==> src/rtl/pwb_pkg.sv <==
package pwb_pkg;

    typedef enum logic [2:0] {
        ST_IDLE,
        ST_ARMED,
        ST_LOAD,
        ST_REJECT,
        ST_COMMIT,
        ST_BUSY
    } pwb_state_e;

endpackage

==> src/rtl/pwb_pointer.sv <==
module pwb_pointer #(
    parameter int PG_W  = 7,
    parameter int OFF_W = 4
) (
    input  logic                   clk,
    input  logic                   rst_n,
    input  logic                   load_i,
    input  logic [PG_W+OFF_W-1:0]  addr_i,
    input  logic                   step_i,
    output logic [PG_W-1:0]        page_o,
    output logic [OFF_W-1:0]       slot_o
);

    logic [PG_W-1:0]  page_q;
    logic [OFF_W-1:0] slot_q;

    always_ff @(posedge clk or negedge rst_n) begin
        if (!rst_n) begin
            page_q <= '0;
            slot_q <= '0;
        end else if (load_i) begin
            page_q <= addr_i[PG_W+OFF_W-1:OFF_W];
            slot_q <= addr_i[OFF_W-1:0];
        end else if (step_i) begin
            slot_q <= slot_q + OFF_W'(1);
        end
    end

    assign page_o = page_q;
    assign slot_o = slot_q;


    page_hold_chk: assert property (@(posedge clk) disable iff (!rst_n)
        (!load_i) |=> $stable(page_q));

endmodule

==> src/rtl/pwb_store.sv <==
module pwb_store #(
    parameter int SLOTS = 16,
    parameter int OFF_W = 4
) (
    input  logic                 clk,
    input  logic                 rst_n,
    input  logic                 clear_i,
    input  logic                 wr_i,
    input  logic [OFF_W-1:0]     slot_i,
    input  logic [7:0]           data_i,
    output logic [SLOTS*8-1:0]   data_o,
    output logic [SLOTS-1:0]     mask_o
);

    for (genvar g = 0; g < SLOTS; g++) begin : g_slot
        logic [7:0] byte_q;
        logic       used_q;

        always_ff @(posedge clk or negedge rst_n) begin
            if (!rst_n) begin
                byte_q <= '0;
                used_q <= 1'b0;
            end else if (clear_i) begin
                used_q <= 1'b0;
            end else if (wr_i && (slot_i == OFF_W'(g))) begin
                byte_q <= data_i;
                used_q <= 1'b1;
            end
        end

        assign data_o[g*8 +: 8] = byte_q;
        assign mask_o[g]        = used_q;
    end


    mask_grow_chk: assert property (@(posedge clk) disable iff (!rst_n)
        (!clear_i) |=> ((mask_o & $past(mask_o)) == $past(mask_o)));


    one_slot_chk: assert property (@(posedge clk) disable iff (!rst_n)
        (!clear_i && !wr_i) |=> $stable(mask_o));

endmodule

==> src/rtl/pwb_timer.sv <==
module pwb_timer #(
    parameter int CYCLES = 250000
) (
    input  logic clk,
    input  logic rst_n,
    input  logic start_i,
    output logic done_o
);

    localparam int CNT_W = (CYCLES > 2) ? $clog2(CYCLES) : 1;
    localparam logic [CNT_W-1:0] LAST = CNT_W'(CYCLES - 1);

    logic [CNT_W-1:0] cnt_q;

    assign done_o = (cnt_q == LAST);

    always_ff @(posedge clk or negedge rst_n) begin
        if (!rst_n) begin
            cnt_q <= '0;
        end else if (start_i) begin
            cnt_q <= CNT_W'(1);
        end else if (done_o) begin
            cnt_q <= '0;
        end else if (cnt_q != '0) begin
            cnt_q <= cnt_q + CNT_W'(1);
        end
    end


    cnt_bound_chk: assert property (@(posedge clk) disable iff (!rst_n)
        cnt_q <= LAST);

endmodule

==> src/rtl/page_write_buffer.sv <==
module page_write_buffer
    import pwb_pkg::*;
#(
    parameter int PAGE_BYTES = 16,
    parameter int PAGE_COUNT = 128,
    parameter int WR_CYCLES  = 250000
) (
    input  logic                                             clk,
    input  logic                                             rst_n,
    input  logic                                             start_i,
    input  logic                                             addr_valid_i,
    input  logic [$clog2(PAGE_COUNT)+$clog2(PAGE_BYTES)-1:0] addr_i,
    input  logic                                             wp_strobe_i,
    input  logic                                             wp_i,
    input  logic                                             byte_valid_i,
    input  logic [7:0]                                       byte_i,
    input  logic                                             stop_i,
    output logic                                             accept_o,
    output logic                                             busy_o,
    output logic                                             mem_we_o,
    output logic [$clog2(PAGE_COUNT)-1:0]                    mem_page_o,
    output logic [PAGE_BYTES-1:0]                            mem_be_o,
    output logic [PAGE_BYTES*8-1:0]                          mem_data_o
);

    localparam int OFF_W = $clog2(PAGE_BYTES);
    localparam int PG_W  = $clog2(PAGE_COUNT);

    pwb_state_e state_q, state_d;

    logic             ptr_load, buf_clear, buf_wr, tmr_start, tmr_done;
    logic             has_bytes;
    logic [OFF_W-1:0] slot;
    logic [PAGE_BYTES-1:0] mask;

    assign has_bytes = (|mask) || byte_valid_i;

    pwb_pointer #(.PG_W(PG_W), .OFF_W(OFF_W)) u_ptr (
        .clk    (clk),
        .rst_n  (rst_n),
        .load_i (ptr_load),
        .addr_i (addr_i),
        .step_i (buf_wr),
        .page_o (mem_page_o),
        .slot_o (slot)
    );

    pwb_store #(.SLOTS(PAGE_BYTES), .OFF_W(OFF_W)) u_store (
        .clk     (clk),
        .rst_n   (rst_n),
        .clear_i (buf_clear),
        .wr_i    (buf_wr),
        .slot_i  (slot),
        .data_i  (byte_i),
        .data_o  (mem_data_o),
        .mask_o  (mask)
    );

    pwb_timer #(.CYCLES(WR_CYCLES)) u_tmr (
        .clk     (clk),
        .rst_n   (rst_n),
        .start_i (tmr_start),
        .done_o  (tmr_done)
    );

    assign mem_be_o = mask;

    // state register
    always_ff @(posedge clk or negedge rst_n) begin
        if (!rst_n) state_q <= ST_IDLE;
        else        state_q <= state_d;
    end

    // transitions
    always_comb begin
        state_d = state_q;
        unique case (state_q)
            ST_IDLE:   if (addr_valid_i) state_d = ST_ARMED;
            ST_ARMED: begin
                if (start_i || stop_i)  state_d = ST_IDLE;
                else if (wp_strobe_i)   state_d = wp_i ? ST_REJECT : ST_LOAD;
            end
            ST_LOAD: begin
                if (start_i)            state_d = ST_IDLE;
                else if (stop_i)        state_d = has_bytes ? ST_COMMIT : ST_IDLE;
            end
            ST_REJECT: if (start_i || stop_i) state_d = ST_IDLE;
            ST_COMMIT: state_d = ST_BUSY;
            ST_BUSY:   if (tmr_done) state_d = ST_IDLE;
            default:   state_d = ST_IDLE;
        endcase
    end

    // outputs and datapath controls
    always_comb begin
        accept_o  = 1'b0;
        busy_o    = 1'b0;
        mem_we_o  = 1'b0;
        ptr_load  = 1'b0;
        buf_clear = 1'b0;
        buf_wr    = 1'b0;
        tmr_start = 1'b0;
        unique case (state_q)
            ST_IDLE: begin
                ptr_load  = addr_valid_i;
                buf_clear = addr_valid_i;
            end
            ST_ARMED:  buf_clear = start_i;
            ST_LOAD: begin
                accept_o  = 1'b1;
                buf_wr    = byte_valid_i && !start_i;
                buf_clear = start_i;
            end
            ST_REJECT: ;
            ST_COMMIT: begin
                busy_o    = 1'b1;
                mem_we_o  = 1'b1;
                tmr_start = 1'b1;
            end
            ST_BUSY: begin
                busy_o    = 1'b1;
                buf_clear = tmr_done;
            end
            default: ;
        endcase
    end


    we_pulse_chk: assert property (@(posedge clk) disable iff (!rst_n)
        mem_we_o |=> !mem_we_o);


    we_nonempty_chk: assert property (@(posedge clk) disable iff (!rst_n)
        mem_we_o |-> (mem_be_o != '0));


    busy_quiet_chk: assert property (@(posedge clk) disable iff (!rst_n)
        busy_o |-> !accept_o);


    busy_follows_we_chk: assert property (@(posedge clk) disable iff (!rst_n)
        mem_we_o |=> busy_o);

endmodule

==> config.mk <==
export PLATFORM = sky130hd
export DESIGN_NAME = page_write_buffer
export DESIGN_NICKNAME = d
export VERILOG_FILES = /design/src/rtl/pwb_pkg.sv /design/src/rtl/pwb_pointer.sv /design/src/rtl/pwb_store.sv /design/src/rtl/pwb_timer.sv /design/src/rtl/page_write_buffer.sv
export SDC_FILE = /design/constraint.sdc
export NUM_CORES = 1
export LEC_CHECK = 0
export ABC_CLOCK_PERIOD_IN_PS = 3900
export CAP_MARGIN = 40
export CORE_ASPECT_RATIO = 1.25
export CORE_MARGIN = 8
export CORE_UTILIZATION = 53
export DETAILED_ROUTE_END_ITERATION = 7
export PLACE_DENSITY = 0.88
export SYNTH_ARGS = -nofsm -noshare
export SYNTH_HDL_FRONTEND = slang
export SYNTH_SLANG_ARGS = --single-unit
export TNS_END_PERCENT = 1
==> constraint.sdc <==
create_clock -name clk -period 3.9 [get_ports clk]
set_clock_uncertainty 0.2 [all_clocks]
set_input_delay 0.585 -clock clk [delete_from_list [all_inputs] [get_ports clk]]
set_output_delay 0.585 -clock clk [all_outputs]
set_load 0.02 [all_outputs]
==> summary.md <==
| Metric | Value |
|---|---|
| Initial antenna violation count | `0` |
| Final Hold Vio Count | `1` |
| RSZ-0062 raised after global routing | `no` |
| Simple-gate share of the synthesized area | `8.07%` |
| Fillers | `889` |
| Core ar. | `0.0136 mm^2` |
| Asr flop ratio synth | `100%` |
| YS warnings | `0` |
| Critical Path Max Stage Delay | `620 ps` |
| Vias post-DR | `4893` |
| Worst-skew pair later-pin latency | `430 ps` |
| Vias in the first global route | `5547` |
| Input/output buffers | `180` |
| Dominant synthesized flop cell | `dfrtp_1` |
| Top-area cell type share of the netlist area | `60.6%` |
| Least-Margin Pin Slew | `between 800 and 900 ps` |
| Crit path required time | `3120 ps` |
| FF+latch count, synth | `176` |
| Critical Setup Path Class | `reg -> out` |
| Top post-synthesis cells by area | `dfrtp_1, mux2_2, buf_4` |
| Final Cycle Share | `77.5%` |
| DP Cell Count | `838` |
| Max-slew violation count | `0` |
| Gr usage total | `23.3%` |
| DR WL/cell | `22.9 um` |
| Failing checks | `negative hold slack` |
| Final worst setup slack | `876 ps` |
| HPWL after DPL | `14.1 mm` |
| Row cnt | `48` |
| Multi-input logic area | `around 0.0026 mm^2` |
| Largest net degree at the start of global routing | `84` |
| Status | `finished with violations` |
| Post-DRT Antenna Nets | `0` |
| CP Cell Sequence | `nor2b_1 > nand2b_1 > inv_1 > clkdlybuf4s50_1` |
| Reg clk slew, reported paths | `roughly 60 ps` |
| Wire length after detailed routing | `19.9 mm` |
| Multiplexer share of the synthesized area | `21.3%` |
| Wl on met1 | `roughly 7.4 mm` |
| Synthesis-to-finish area growth | `33.5%` |
| CTS sink count | `176` |
| Avg Cell Area, Syn | `between 10 and 15 um^2` |
| Fmax | `between 0.3 and 0.4 GHz` |
| Post-synthesis cell area | `just over 0.007 mm^2` |
| Register area | `0.00440 mm^2` |
| Synth Area in XOR/XNOR | `2.29%` |
| First-pass GRT wire length | `roughly 32 mm` |
| Post-Syn Nets | `548` |
| CTS Buf Count | `17` |
| Ratio of cells with drive above 1 in the final layout | `between 20 and 30%` |
| Max Cap Viol | `0` |
| Initial core utilization | `53.3%` |
| Worst r2r path cells | `4` |
| Horiz. Die Dim | `121 um` |
| CTS Buffer Depth | `2` |
| Met3 routed WL | `1.89 mm` |
| Compound-Gate Fraction of Synth Area | `approximately 3.5%` |
| Max-slew headroom | `a little over two fifths` |
| Cells after synthesis | `515` |
| CTS tree | `yes` |
| CTS H-tree lvls | `4` |
| Post-synthesis sequential area ratio | `60.6%` |
| Nets | `just over 700` |
| Crit path time final | `3020 ps` |
| Leakage | `4.59 nW` |
| Leading area contributor after synthesis | `dfrtp_1` |
| Vias per cell | `5.62` |
| Crit path depth | `4` |
| Worst Setup Start Kind | `flip-flop` |
| Endpoints failing setup | `0` |
| Starting DRC count in detailed routing | `318` |
| Largest family of logic cells by synthesized area | `multiplexers` |
| Worst Path Max Fanout | `9` |
| Setup bufs post-CTS | `0` |
| CTS hold repair buffers | `0` |
| Worst Hold Class | `in -> async` |
| Critical path capture point type | `primary output` |
| ANT cells | `0` |
| Top-Level Pins | `181` |
| CP max stage cell | `clkdlybuf4s50_1` |
| Residual DRC | `0` |
| Synth cell types | `46` |
| Setup_tns | `0 ps` |
| Max VDD drop | `0.349 mV` |
| EDFF count, synth | `0` |
| Dpl cell area | `0.00912 mm^2` |
| WL met2 | `a little over 10 mm` |
| Die Area | `0.0177 mm^2` |
| Dpl ws | `725 ps` |
| Count of non-filler cells in the finished layout | `870` |
| Uppermost routed layer | `met4` |
| CTS Root Buffer Type | `clkbuf_16` |
| Top delay family on crit path | `buffers and inverters` |
| Global route total overflow | `0` |
| Die H | `147 um` |
| Cell Pwr Density | `a little over 500 mW/mm^2` |
| WHS | `-5.18 ps` |
| Post-synthesis adder-cell area fraction | `approximately 1.0%` |
| WP data arrival | `2240 ps` |
| Design Area, Final | `0.00970 mm^2` |
| CP bufs+invs | `2` |
| Detailed Routing Iterations Pass 1 | `4` |
| Gpl congestion | `~0.8` |
| Post-CTS sizing | `0` |
==> cells in the final DEF, fill, tap and decap left out, types with 2 or more instances in the layout <==
cell,count
inv_6,5
ha_1,6
nor4b_1,2
a21bo_2,4
clkbuf_16,17
dfrtp_1,176
o21ai_0,6
nor2_1,24
nand2_2,12
clkinvlp_4,3
clkdlybuf4s50_1,179
nand2_1,13
nor4_1,8
nand3_1,9
buf_4,5
or4_1,2
xnor2_1,8
o31ai_1,2
clkbuf_8,2
xor2_1,11
nor2b_1,4
nor3b_4,2
mux2_2,135
clkinv_4,3
nand2b_1,4
a22o_1,12
inv_1,6
mux2i_1,3
nand4_1,7
a21oi_1,2
nor3_1,2
==> state kept, by name, summed over array words and instances, names as in the netlist <==
register,cells
u_ptr.slot_o,4
state_q,3
u_store.g_slot.byte_q,128
u_tmr.cnt_q,18
u_ptr.page_o,7
u_store.g_slot.used_q,16
==> path summary, 6_finish.rpt <==
path / to / slack [ps] / startpoint
min in group clk: u_store.g_slot[13].byte_q[3] / 300 / u_store.g_slot[13].byte_q[3]
setup reg to reg: u_store.g_slot[12].byte_q[0] / 1270 / state_q[0]
setup / recovery: mem_we_o / 880 / state_q[1]
hold / removal: u_ptr.page_o[6] / -5 / rst_n
hold reg to reg: u_store.g_slot[13].byte_q[3] / 300 / u_store.g_slot[13].byte_q[3]
max in group asynchronous: u_store.g_slot[10].byte_q[5] / 2490 / rst_n
==> cell families (layout without fill, tap and decap cells) <==
family                   Yosys count  in the layout
AND/OR/NAND/NOR                  100            100
AO/OA/AOI/OAI                     33             33
flip-flops                       176            176
buffers and inverters             43            223
multiplexers                     138            138
XOR/XNOR                          19             19
adder cells (fa/ha/maj)            6              6
==> area by class of cell <==
cell class | instances | share of cell area (%)
clock inverters | 13 | 1.32
clock buffers | 19 | 4.67
well taps | 175 | 2.26
flip-flops and latches | 176 | 45.4
multi-input cells | 296 | 27.2
inverters | 6 | 0.232
repair buffers | 185 | 19.0
==> Yosys cell counts (2+ instances only) <==
library cell	number
buf_2	3
ha_1	6
xnor2_1	8
xor2_1	11
a21oi_1	2
inv_1	6
nor3_1	2
nor2_1	24
nor4_1	8
mux2i_1	3
dfrtp_1	176
a22o_1	12
clkbuf_1	16
nand3_1	9
nor4b_1	2
nor2b_1	4
a21bo_2	4
buf_4	17
o31ai_1	2
nor3b_4	2
o21ai_0	6
nand4_1	7
nand2b_1	4
nand2_1	13
mux2_2	135
or4_1	2
nand2_2	12
==> metal layers <==
metal	track usage, %	up-vias
met3	10.5	36
met1	25.3	2539
met2	38.9	180
met5	0	-
li1	-	2138
met4	9.08	0
==> where the power goes <==
group | internal [W] | leakage (nW) | total, W | switching (W)
sequential | 0.00203 | 2.42 | 0.00223 | 0.000197
clock | 0.000925 | 0.277 | 0.00166 | 0.000733
combinational | 0.000536 | 1.89 | 0.00113 | 0.000591
==> through the flow <==
stage               total power, W  util [%]
floorplan                  0.00284         -
global placement           0.00333      66.9
detailed placement         0.00339      66.9
CTS                        0.00505      71.2
global route               0.00523      71.2
finish                     0.00501      71.2
Power figures use the tool's default switching activity.
